===== src/rtl/dtg_pkg.sv =====
package dtg_pkg;
   localparam int unsigned ADDR_W = 4;
   localparam int unsigned DATA_W = 32;

   localparam logic [ADDR_W-1:0] A_CTRL = 4'd0;
   localparam logic [ADDR_W-1:0] A_SET  = 4'd1;
   localparam logic [ADDR_W-1:0] A_CLR  = 4'd2;
   localparam logic [ADDR_W-1:0] A_SIZE = 4'd3;
   localparam logic [ADDR_W-1:0] A_HTIM = 4'd4;
   localparam logic [ADDR_W-1:0] A_VTIM = 4'd5;
   localparam logic [ADDR_W-1:0] A_STAT = 4'd6;
   localparam logic [ADDR_W-1:0] A_IEN  = 4'd7;

   localparam int B_EN   = 0;
   localparam int B_DON  = 1;
   localparam int B_SHD  = 2;
   localparam int B_IHS  = 4;
   localparam int B_IVS  = 5;
   localparam int B_IDE  = 6;
   localparam int B_IPCK = 7;
   localparam int B_SRST = 8;
   localparam int CTRL_W = 9;

   localparam int SEG_FP = 0;
   localparam int SEG_PW = 1;
   localparam int SEG_BP = 2;
   localparam int FIELD_STRIDE = 8;
   localparam int SIZE_H_LSB   = 16;
endpackage


===== src/rtl/dtg_regs.sv =====
module dtg_regs
   import dtg_pkg::*;
#(
   parameter int H_W = 12,
   parameter int P_W = 8
) (
   input  logic                    clk,
   input  logic                    rst_n,
   input  logic                    we,
   input  logic [ADDR_W-1:0]       waddr,
   input  logic [DATA_W-1:0]       wdata,
   input  logic [ADDR_W-1:0]       raddr,
   output logic [DATA_W-1:0]       rdata,
   input  logic                    frame_end,
   input  logic                    vblank_start,
   output logic [H_W-1:0]          act_w,
   output logic [H_W-1:0]          act_h,
   output logic [2:0][P_W-1:0]     act_hp,
   output logic [2:0][P_W-1:0]     act_vp,
   output logic                    running,
   output logic                    disp_on,
   output logic                    inv_hs,
   output logic                    inv_vs,
   output logic                    inv_de,
   output logic                    inv_pck,
   output logic                    srst,
   output logic                    irq
);
   logic en_req_q, en_act_q, don_q, shd_q, srst_q;
   logic ihs_q, ivs_q, ide_q, ipck_q, stat_q, ien_q;
   logic [H_W-1:0]      stg_w, stg_h, act_w_q, act_h_q;
   logic [2:0][P_W-1:0] stg_hp, stg_vp, act_hp_q, act_vp_q;
   logic [CTRL_W-1:0]   cur, nxt;
   logic wr_ctrl, wr_set, wr_clr, wr_size, wr_htim, wr_vtim, wr_stat, wr_ien;
   logic shd_set, load_now;
   logic unused_wbits;

   assign wr_ctrl = we && (waddr == A_CTRL);
   assign wr_set  = we && (waddr == A_SET);
   assign wr_clr  = we && (waddr == A_CLR);
   assign wr_size = we && (waddr == A_SIZE);
   assign wr_htim = we && (waddr == A_HTIM);
   assign wr_vtim = we && (waddr == A_VTIM);
   assign wr_stat = we && (waddr == A_STAT);
   assign wr_ien  = we && (waddr == A_IEN);

   assign cur = {srst_q, ipck_q, ide_q, ivs_q, ihs_q, 1'b0, shd_q, don_q, en_req_q};

   always_comb begin
      nxt = cur;
      if (wr_ctrl)     nxt = wdata[CTRL_W-1:0];
      else if (wr_set) nxt = cur | wdata[CTRL_W-1:0];
      else if (wr_clr) nxt = cur & ~wdata[CTRL_W-1:0];
   end

   assign shd_set  = (wr_ctrl || wr_set) && wdata[B_SHD];
   assign load_now = !en_act_q || (shd_q && vblank_start);
   assign unused_wbits = ^{wdata, nxt[B_SHD], nxt[3]};

   // control and status state
   always_ff @(posedge clk or negedge rst_n) begin
      if (!rst_n) begin
         en_req_q <= 1'b0; en_act_q <= 1'b0; don_q <= 1'b0; shd_q <= 1'b0;
         srst_q <= 1'b0; ihs_q <= 1'b0; ivs_q <= 1'b0; ide_q <= 1'b0;
         ipck_q <= 1'b0; stat_q <= 1'b0;
      end else if (srst_q) begin
         en_req_q <= 1'b0; en_act_q <= 1'b0; don_q <= 1'b0; shd_q <= 1'b0;
         ihs_q <= 1'b0; ivs_q <= 1'b0; ide_q <= 1'b0; ipck_q <= 1'b0;
         stat_q <= 1'b0;
         srst_q <= nxt[B_SRST];
      end else begin
         en_req_q <= nxt[B_EN];
         don_q    <= nxt[B_DON];
         ihs_q    <= nxt[B_IHS];
         ivs_q    <= nxt[B_IVS];
         ide_q    <= nxt[B_IDE];
         ipck_q   <= nxt[B_IPCK];
         srst_q   <= nxt[B_SRST];
         en_act_q <= nxt[B_EN] ? 1'b1 : (frame_end ? 1'b0 : en_act_q);
         shd_q    <= shd_set ? 1'b1 : (load_now ? 1'b0 : shd_q);
         stat_q   <= vblank_start ? 1'b1 : ((wr_stat && wdata[0]) ? 1'b0 : stat_q);
      end
   end

   // staged and working timing copies
   always_ff @(posedge clk or negedge rst_n) begin
      if (!rst_n) begin
         stg_w <= '0; stg_h <= '0; stg_hp <= '0; stg_vp <= '0;
         act_w_q <= '0; act_h_q <= '0; act_hp_q <= '0; act_vp_q <= '0;
         ien_q <= 1'b0;
      end else begin
         if (wr_size) begin
            stg_w <= wdata[H_W-1:0];
            stg_h <= wdata[SIZE_H_LSB +: H_W];
         end
         for (int i = 0; i < 3; i++) begin
            if (wr_htim) stg_hp[i] <= wdata[FIELD_STRIDE*i +: P_W];
            if (wr_vtim) stg_vp[i] <= wdata[FIELD_STRIDE*i +: P_W];
         end
         if (wr_ien) ien_q <= wdata[0];
         if (load_now) begin
            act_w_q  <= stg_w;
            act_h_q  <= stg_h;
            act_hp_q <= stg_hp;
            act_vp_q <= stg_vp;
         end
      end
   end

   always_comb begin
      rdata = '0;
      case (raddr)
         A_CTRL, A_SET, A_CLR:
            rdata[CTRL_W-1:0] = {srst_q, ipck_q, ide_q, ivs_q, ihs_q, 1'b0,
                                 shd_q, don_q, en_act_q};
         A_SIZE: begin
            rdata[H_W-1:0]              = stg_w;
            rdata[SIZE_H_LSB +: H_W]    = stg_h;
         end
         A_HTIM: for (int i = 0; i < 3; i++) rdata[FIELD_STRIDE*i +: P_W] = stg_hp[i];
         A_VTIM: for (int i = 0; i < 3; i++) rdata[FIELD_STRIDE*i +: P_W] = stg_vp[i];
         A_STAT: rdata[0] = stat_q;
         A_IEN:  rdata[0] = ien_q;
         default: rdata = '0;
      endcase
   end

   assign act_w   = act_w_q;
   assign act_h   = act_h_q;
   assign act_hp  = act_hp_q;
   assign act_vp  = act_vp_q;
   assign running = en_act_q;
   assign disp_on = don_q;
   assign inv_hs  = ihs_q;
   assign inv_vs  = ivs_q;
   assign inv_de  = ide_q;
   assign inv_pck = ipck_q;
   assign srst    = srst_q;
   assign irq     = stat_q & ien_q;

   assert_shadow_clears_R6: assert property (@(posedge clk) disable iff (!rst_n)
      (shd_q && vblank_start && !srst_q && !shd_set) |=> !shd_q);

   assert_stop_at_frame_end_R7: assert property (@(posedge clk) disable iff (!rst_n)
      $fell(en_act_q) |-> $past(frame_end || srst_q));

   assert_vblank_status_R8: assert property (@(posedge clk) disable iff (!rst_n)
      (vblank_start && !srst_q) |=> stat_q);
endmodule


===== src/rtl/dtg_scan.sv =====
module dtg_scan #(
   parameter int H_W = 12,
   parameter int P_W = 8
) (
   input  logic                clk,
   input  logic                rst_n,
   input  logic                run,
   input  logic                clr,
   input  logic [H_W-1:0]      act_w,
   input  logic [H_W-1:0]      act_h,
   input  logic [2:0][P_W-1:0] hp,
   input  logic [2:0][P_W-1:0] vp,
   output logic [H_W+1:0]      h_o,
   output logic [H_W+1:0]      v_o,
   output logic                frame_end,
   output logic                vblank_start,
   output logic                hs_raw,
   output logic                vs_raw,
   output logic                de_raw
);
   localparam int TW = H_W + 2;

   logic [TW-1:0] h_q, v_q, htot, vtot, hs_beg, hs_end, vs_beg, vs_end;
   logic line_end;

   assign hs_beg = TW'(act_w) + TW'(hp[0]);
   assign hs_end = hs_beg + TW'(hp[1]);
   assign htot   = hs_end + TW'(hp[2]);
   assign vs_beg = TW'(act_h) + TW'(vp[0]);
   assign vs_end = vs_beg + TW'(vp[1]);
   assign vtot   = vs_end + TW'(vp[2]);

   assign line_end     = run && !clr && (h_q == htot - 1'b1);
   assign frame_end    = line_end && (v_q == vtot - 1'b1);
   assign vblank_start = line_end && (v_q == TW'(act_h) - 1'b1);

   always_ff @(posedge clk or negedge rst_n) begin
      if (!rst_n) begin
         h_q <= '0;
         v_q <= '0;
      end else if (clr || !run) begin
         h_q <= '0;
         v_q <= '0;
      end else if (line_end) begin
         h_q <= '0;
         v_q <= frame_end ? '0 : v_q + 1'b1;
      end else begin
         h_q <= h_q + 1'b1;
      end
   end

   assign hs_raw = (h_q >= hs_beg) && (h_q < hs_end);
   assign vs_raw = (v_q >= vs_beg) && (v_q < vs_end);
   assign de_raw = (h_q < TW'(act_w)) && (v_q < TW'(act_h));
   assign h_o    = h_q;
   assign v_o    = v_q;

   assert_h_in_range_R1: assert property (@(posedge clk) disable iff (!rst_n)
      (run && !clr) |-> (h_q < htot));

   assert_line_step_only_R2: assert property (@(posedge clk) disable iff (!rst_n)
      (run && !clr && !line_end) |=> (v_q == $past(v_q)));

   assert_srst_zero_R9: assert property (@(posedge clk) disable iff (!rst_n)
      clr |=> (h_q == '0 && v_q == '0));
endmodule


===== src/rtl/disp_timing_gen.sv =====
module disp_timing_gen
   import dtg_pkg::*;
#(
   parameter int H_W     = 12,
   parameter int P_W     = 8,
   parameter bit OUT_REG = 1'b0
) (
   input  logic              clk,
   input  logic              rst_n,
   input  logic              reg_we,
   input  logic [3:0]        reg_waddr,
   input  logic [31:0]       reg_wdata,
   input  logic [3:0]        reg_raddr,
   output logic [31:0]       reg_rdata,
   output logic              hsync,
   output logic              vsync,
   output logic              de,
   output logic [H_W+1:0]    pix_x,
   output logic [H_W+1:0]    pix_y,
   output logic              pclk_negedge,
   output logic              irq
);
   localparam int TW = H_W + 2;

   if (H_W < 2 || H_W > 16) begin : g_bad_hw
      $error("disp_timing_gen: H_W must lie in 2..16");
   end
   if (P_W < 1 || P_W > FIELD_STRIDE) begin : g_bad_pw
      $error("disp_timing_gen: P_W must lie in 1..8");
   end

   logic [H_W-1:0]      act_w, act_h;
   logic [2:0][P_W-1:0] act_hp, act_vp;
   logic running, disp_on, inv_hs, inv_vs, inv_de, inv_pck, srst;
   logic frame_end, vblank_start, hs_raw, vs_raw, de_raw, gate;
   logic hs_n, vs_n, de_n;
   logic [TW-1:0] h_c, v_c;

   dtg_regs #(.H_W(H_W), .P_W(P_W)) u_regs (
      .clk(clk), .rst_n(rst_n), .we(reg_we), .waddr(reg_waddr),
      .wdata(reg_wdata), .raddr(reg_raddr), .rdata(reg_rdata),
      .frame_end(frame_end), .vblank_start(vblank_start),
      .act_w(act_w), .act_h(act_h), .act_hp(act_hp), .act_vp(act_vp),
      .running(running), .disp_on(disp_on), .inv_hs(inv_hs),
      .inv_vs(inv_vs), .inv_de(inv_de), .inv_pck(inv_pck),
      .srst(srst), .irq(irq)
   );

   dtg_scan #(.H_W(H_W), .P_W(P_W)) u_scan (
      .clk(clk), .rst_n(rst_n), .run(running), .clr(srst),
      .act_w(act_w), .act_h(act_h), .hp(act_hp), .vp(act_vp),
      .h_o(h_c), .v_o(v_c), .frame_end(frame_end),
      .vblank_start(vblank_start), .hs_raw(hs_raw), .vs_raw(vs_raw),
      .de_raw(de_raw)
   );

   assign gate = running && disp_on;
   assign hs_n = (hs_raw && gate) ^ inv_hs;
   assign vs_n = (vs_raw && gate) ^ inv_vs;
   assign de_n = (de_raw && gate) ^ inv_de;
   assign pclk_negedge = inv_pck;

   if (OUT_REG) begin : g_out_reg
      always_ff @(posedge clk or negedge rst_n) begin
         if (!rst_n) begin
            hsync <= 1'b0; vsync <= 1'b0; de <= 1'b0;
            pix_x <= '0;   pix_y <= '0;
         end else begin
            hsync <= hs_n; vsync <= vs_n; de <= de_n;
            pix_x <= h_c;  pix_y <= v_c;
         end
      end
   end else begin : g_out_comb
      assign hsync = hs_n;
      assign vsync = vs_n;
      assign de    = de_n;
      assign pix_x = h_c;
      assign pix_y = v_c;

      assert_de_active_R3: assert property (@(posedge clk) disable iff (!rst_n)
         (de != inv_de) |-> (pix_x < TW'(act_w) && pix_y < TW'(act_h) && running && disp_on));

      assert_display_off_idle_R10: assert property (@(posedge clk) disable iff (!rst_n)
         !disp_on |-> (hsync == inv_hs && vsync == inv_vs && de == inv_de));
   end
endmodule


===== config.mk =====
export PLATFORM = sky130hd
export DESIGN_NAME = disp_timing_gen
export DESIGN_NICKNAME = d
export VERILOG_FILES = /design/src/rtl/dtg_pkg.sv /design/src/rtl/dtg_regs.sv /design/src/rtl/dtg_scan.sv /design/src/rtl/disp_timing_gen.sv
export SDC_FILE = /design/constraint.sdc
export NUM_CORES = 1
export LEC_CHECK = 0
export BUFFER_PORTS_ARGS = -buffer_cell sky130_fd_sc_hd__clkbuf_2
export CAP_MARGIN = 20
export CORE_MARGIN = 1
export CORE_UTILIZATION = 55
export DETAILED_ROUTE_END_ITERATION = 7
export HOLD_SLACK_MARGIN = 0.06
export PLACE_DENSITY = 0.77
export SYNTH_ARGS = -nofsm -noshare
export SYNTH_HDL_FRONTEND = slang
export SYNTH_SLANG_ARGS = --single-unit

===== constraint.sdc =====
create_clock -name clk -period 5.7 [get_ports clk]
set_input_delay 0.285 -clock clk [delete_from_list [all_inputs] [get_ports clk]]
set_output_delay 0.285 -clock clk [all_outputs]
set_load 0.005 [all_outputs]

### Word level (Yosys, flattened, before mapping)

Index checks and enable logic that the tools add are counted.

| word-level totals | value |
|---|---|
| register bits after elaboration | 183 |
| bits of input ports | 43 |

| operators by class | value |
|---|---|
| $add $sub $neg | 11 |
| order comparisons | 6 |
| eq/ne operators | 17 |
| muxes and demuxes | 29 |
| bitwise gates (word level) | 7 |
| reduce and logical (&&, ||, !) cells | 36 |

Operator list:

| kind | number |
|---|---|
| $mux W14 | 5 |
| $add A14 B8 Y14 | 4 |
| $eq A14 B14 Y1 | 3 |
| $eq A4 B3 Y1 const B | 8 |
| $pmux W8 S4 | 1 |
| $add A14 B1 Y14 const B | 2 |
| $ge A14 B14 Y1 | 2 |
| $lt A14 B12 Y1 | 2 |
| $lt A14 B14 Y1 | 2 |
| $sub A14 B1 Y14 const B | 2 |
| $mux W9 | 3 |
| $add A12 B8 Y13 | 2 |
| $pmux W8 S3 | 1 |
| $logic_and A1 B1 Y1 | 22 |
| $eq A4 B2 Y1 const B | 4 |
| $mux W1 | 15 |
| $sub A12 B1 Y13 const B | 1 |
| $reduce_bool A3 Y1 | 4 |
| $and A9 B9 Y9 | 1 |
| $not A9 Y9 | 1 |
| $or A9 B9 Y9 | 1 |
| $pmux W3 S3 | 1 |
| $eq A4 B1 Y1 const B | 2 |
| $logic_not A4 Y1 | 2 |
| 10 further kinds | 15 |

### Logic depth before layout (Yosys ltp)

| logic depth | value |
|---|---|
| depth after elaboration | 12 |
| gate-level depth with buffers | 26 |
| mapped depth without buffers | 25 |

### Hierarchy

Synthesis repeated with hierarchy kept, for this count alone.

| unflattened totals | value |
|---|---|
| cell total of the unflattened synthesis | 1,436 |
| area, all modules | 14,186.1 um2 |

Modules (own cells, without submodules):

| module | times used | cells each | area an instance (um2) |
|---|---|---|---|
| dtg_scan | 1 | 988 | 7,626.1 |
| dtg_regs | 1 | 442 | 6,518.8 |
| disp_timing_gen | 1 | 6 | 41.3 |

### Worst setup path after synthesis

Ideal clock, no wire load.

| timing | value |
|---|---|
| path type | reg2reg |
| start | register u_regs.act_w_q[0], in the netlist u_regs.act_w[0] |
| end | register u_regs.act_h_q[0], in the netlist u_regs.act_h[0] |
| arrival | 5,438 ps |
| slack | 137 ps |
| cell stages (with the launch flop) | 25 |
| buffers on the path | 2 |
| clock period less this slack | 5,563 ps |
| path through | dfrtp_1 ha_1 fa_1 a21o_1 a21oi_1 xnor2_1 ha_1 nand2_1 or3_1 a31o_2 and2_1 xnor2_1 ha_1 nand3_1 nand2_1 a41oi_1 o21a_1 or4_4 o221ai_1 a2bb2oi_2 nand4_1 o31a_1 buf_6 buf_12 mux2_4 |

| between the ends | value |
|---|---|
| word-level cells in the longest chain between the ends | 9 |

RTL lines:

| element | line | source |
|---|---|---|
| from (decl) | dtg_regs.sv:31 | `logic [H_W-1:0] stg_w, stg_h, act_w_q, act_h_q;` |
| from (signal assigned) | dtg_regs.sv:102 | `act_w_q <= stg_w;` |
| $add A12 B8 Y13 | dtg_scan.sv:26 | `assign hs_beg = TW'(act_w) + TW'(hp[0]);` |
| $add A14 B8 Y14 | dtg_scan.sv:27 | `assign hs_end = hs_beg + TW'(hp[1]);` |
| $add A14 B8 Y14 | dtg_scan.sv:28 | `assign htot = hs_end + TW'(hp[2]);` |
| $sub A14 B1 Y14 | dtg_scan.sv:33 | `assign line_end = run && !clr && (h_q == htot - 1'b1);` |
| $eq A14 B14 Y1 | dtg_scan.sv:33 |  |
| $logic_and A1 B1 Y1 | dtg_scan.sv:33 |  |
| $logic_and A1 B1 Y1 | dtg_scan.sv:35 | `assign vblank_start = line_end && (v_q == TW'(act_h) - 1'b1);` |
| $logic_and A1 B1 Y1 | dtg_regs.sv:57 | `assign load_now = !en_act_q \|\| (shd_q && vblank_start);` |
| $logic_or A1 B1 Y1 | dtg_regs.sv:57 |  |
| to (signal assigned) | dtg_regs.sv:103 | `act_h_q <= stg_h;` |
| to (decl) | dtg_regs.sv:31 |  |

Every way passes these cells.
A chain may end at the register's enable or synchronous reset.

### Final worst setup path

| timing | value |
|---|---|
| start | register u_regs.act_hp_q, in the netlist u_regs.act_hp[0] |
| end | register u_regs.act_vp_q, in the netlist u_regs.act_vp[1] |

| between the ends | value |
|---|---|
| word-level cells in the longest chain between the ends | 9 |

RTL lines:

| element | line | source |
|---|---|---|
| from (decl) | dtg_regs.sv:32 | `logic [2:0][P_W-1:0] stg_hp, stg_vp, act_hp_q, act_vp_q;` |
| from (signal assigned) | dtg_regs.sv:104 | `act_hp_q <= stg_hp;` |
| $add A12 B8 Y13 | dtg_scan.sv:26 |  |
| $add A14 B8 Y14 | dtg_scan.sv:27 |  |
| $add A14 B8 Y14 | dtg_scan.sv:28 |  |
| $sub A14 B1 Y14 | dtg_scan.sv:33 |  |
| $eq A14 B14 Y1 | dtg_scan.sv:33 |  |
| $logic_and A1 B1 Y1 | dtg_scan.sv:33 |  |
| $logic_and A1 B1 Y1 | dtg_scan.sv:35 |  |
| $logic_and A1 B1 Y1 | dtg_regs.sv:57 |  |
| $logic_or A1 B1 Y1 | dtg_regs.sv:57 |  |
| to (signal assigned) | dtg_regs.sv:105 | `act_vp_q <= stg_vp;` |
| to (decl) | dtg_regs.sv:32 |  |

Every way passes these cells.

==> metrics.md <==
| Metric | Value |
|---|---|
| Outcome | `finished with violations` |
| Failing checks | `setup timing` |
| Layout cell share with drive strength beyond 1 | `30.2%` |
| Worst setup SP type | `flop` |
| Synth cell types | `82` |
| WP buf/inv | `3` |
| Via count | `11,500` |
| Starting Density | `56.2%` |
| Core ar. | `24,400 µm²` |
| First-pass GRT wire length | `60,600 µm` |
| Synth async-reset ratio | `100%` |
| Root Buffer | `clkbuf_16` |
| Final hold violation count | `0` |
| Final WS setup | `-150 ps` |
| Hold Crit Depth | `2` |
| Slowest stage cell, crit path | `or4_4` |
| Initial antenna violation count | `0` |
| Slew HR | `26.2%` |
| FF-to-FF setup slack | `-150 ps` |
| HPWL Detailed | `27,100 µm` |
| Maxcap violations | `0` |
| Max Clock Skew | `10.5 ps` |
| CP max FO | `8` |
| ANT cells | `0` |
| Synth top area share | `33.4%` |
| Final net count | `1,708` |
| DR iter-0 viols | `1,026` |
| Arrival time worst endpoint | `6180 ps` |
| Fin area | `16,300 µm²` |
| Post-synthesis sequential area ratio | `33.4%` |
| RSZ-0062 raised after global routing | `yes` |
| Max-slew violations | `0` |
| DRT antenna net count | `0` |
| Layout area overhead | `19.3%` |
| First-pass iteration count of the detailed router | `7` |
| Post-synth top area cell | `dfrtp_1` |
| Most frequent CP cell | `o21a_1` |
| Count leader, synth | `dfrtp_1` |
| Final setup violation count | `73` |
| CP peak stage delay | `510 ps` |
| Ys flop type | `dfrtp_1` |
| TritonCTS clock tree | `yes` |
| Routability cong. | `0.894` |
| Worst path required time | `6030 ps` |
| IO Count | `108` |
| Setup CP Type | `reg2reg` |
| Synth cell count leaders | `dfrtp_1 (183), ha_1 (137), inv_1 (124)` |
| Number of global-route vias before repair | `10,900` |
| Worst Setup End Kind | `flop` |
| Reg2Reg Depth | `25` |
| Worst slew pin tran | `1100 ps` |
| FMAX | `171 MHz` |
| Period utilization | `103%` |
| Placed cell areas | `14,800 µm²` |
| Netlist Area Pre-Place | `13,700 µm²` |
| TritonCTS Buffers | `17` |
| Number of synthesized flops with an enable pin | `0` |
| Clock sink count | `183` |
| Min cycle time layout | `5850 ps` |
| Mean Syn Cell Area | `10.1 µm²` |
| Post-Place Setup Slack | `-188 ps` |
| Hold Crit Class | `in2reg` |
| Vias per cell | `6.16` |
| Post-route DRC | `0` |
| Die Span Y | `160 µm` |
| Critical path depth | `25` |
| Ys Warns | `0` |
| Avg WL per Cell | `21.1 µm` |
| Ranking of synthesized cells by area | `dfrtp_1 (33%), ha_1 (13%), mux2_4 (7.7%)` |
| Worst-path clk slew | `80 ps` |
| # fillers | `1,796` |
| GRT Overall Usage | `30.3%` |
| Clock Tree Buf Depth | `2` |
| Htree depth | `4` |
| Top delay family on crit path | `compound AO/OA/AOI/OAI gates` |
| Final wirelength | `39,300 µm` |
| Die ar. | `25,500 µm²` |
| Pin count of the biggest net entering global routing | `127` |
| Synth Register Bits | `183` |
| Grt total ovfl | `0` |
| Worst-Skew Late Latency | `450 ps` |
| Area occupied by multi-input gates | `8860 µm²` |
| Core Rows | `57` |
| Total Negative Setup Slacks | `-9260 ps` |
| Die W | `160 µm` |
| FF+latch area | `4580 µm²` |
| Port bufs | `99` |
| Syn Inst Count | `1,355` |
==> final timing paths <==
path                                          startpoint                             to
hold / removal                             reg_wdata[25]    u_regs.stg_h[9]$_DFFE_PN0P_
setup reg to reg            u_regs.act_hp[0]$_DFFE_PN0P_   u_regs.act_vp[1]$_DFFE_PN0P_
max in group asynchronous                          rst_n    u_regs.act_h[1]$_DFFE_PN0P_
min in group asynchronous                          rst_n  u_regs.act_hp[10]$_DFFE_PN0P_
setup / recovery            u_regs.act_hp[0]$_DFFE_PN0P_   u_regs.act_vp[1]$_DFFE_PN0P_
hold reg to reg            u_regs.act_vp[20]$_DFFE_PN0P_  u_regs.act_vp[20]$_DFFE_PN0P_
==> layout make-up <==
class                   instances  share of cell area [%]
clock buffers                  17                    2.60
clock inverters                15                    1.07
inverters                     124                    2.85
multi-input cells            1003                    54.2
flip-flops and latches        183                    28.0
well taps                     324                    2.48
repair buffers                193                    8.81
==> cell usage in the layout, fill, tap and decap left out, types with 6 or more instances in the layout <==
cell and count:
mux2_2 73, a21o_1 30, nor2_1 69, inv_1 124
ha_4 9, conb_1 6, nor3_1 20, nand2_1 65
nand2b_1 12, xor2_1 39, xnor2_1 68, a21oi_2 17
buf_6 6, and3_1 15, a222oi_1 20, nor2b_1 16
o211ai_1 17, nand4_1 13, nor4_1 7, o21a_1 13
buf_4 73, clkbuf_2 98, o21ai_0 43, a21oi_1 52
mux2_4 72, and2_1 10, nand3_1 36, a211oi_1 10
dfrtp_1 181, clkbuf_16 18, o21bai_1 7, ha_1 125
buf_16 6
==> worst register-to-register path: stages (launching register included) <==
cell and delay [ps]:
dfrtp_1 400, ha_2 220, fa_2 390, buf_6 150, a211oi_4 260, o21a_2 220
xnor2_2 80, ha_1 310, o21a_1 180, nor3_2 50, a31oi_1 250, and2_4 230
xnor2_4 70, ha_4 300, nand3_2 80, nand2_2 70, a41oi_2 40, o21a_1 220
or4_4 510, o221ai_2 180, a2bb2oi_2 160, nand4_1 260, o31a_4 460, buf_12 170
buf_16 160, mux2_4 310
==> per-stage QoR <==
step / hold slack, ps / util, % / std cells
floorplan: -10.6 / - / 1359
global placement: 482 / 60.7 / 1790
detailed placement: 502 / 60.7 / 1791
CTS: 67.5 / 64.9 / 1838
global route: 73.2 / 67.0 / 1859
finish: 70.6 / 67.0 / 1859
==> per-layer routing <==
metal | global-route usage, % | routed length, µm | vias to the layer above
met5 | 0 | 0 | -
met4 | 10.4 | 1360 | 0
met3 | 4.36 | 3190 | 83
met2 | 46.7 | 17600 | 521
met1 | 43.7 | 17200 | 5651
li1 | - | - | 5198
==> timing repair <==
action                     4_1_cts  5_1_grt
cloned                           4        1
pin swaps                       27       46
buffers inserted                10       20
gates resized for setup         43       69
hold buffers                     1        0
hold endpoints to repair        11        0
setup endpoints to repair       82      100
==> sequential cells by signal (all words and copies together), names as in the netlist, 12 cells and up <==
signal	flops
u_scan.v_o	14
u_regs.stg_h	12
u_regs.act_hp	24
u_regs.act_vp	24
u_regs.stg_w	12
u_scan.h_o	14
u_regs.stg_vp	24
u_regs.act_w	12
u_regs.act_h	12
u_regs.stg_hp	24
==> cell families (layout without fill, tap and decap cells) <==
logic type	after synthesis	after routing	synth area share (%)
xor+xnor	117	117	7.68
compound gates	277	277	14.1
flops	183	183	33.4
mux	149	149	14.1
simple gates	310	310	11.4
other cells	2	6	0.0548
fa+ha+maj	144	144	13.5
buf+inv	173	349	5.80
Power is not shown: default switching activity piles up to over one toggle a cycle in this logic, so the estimate is an artifact.
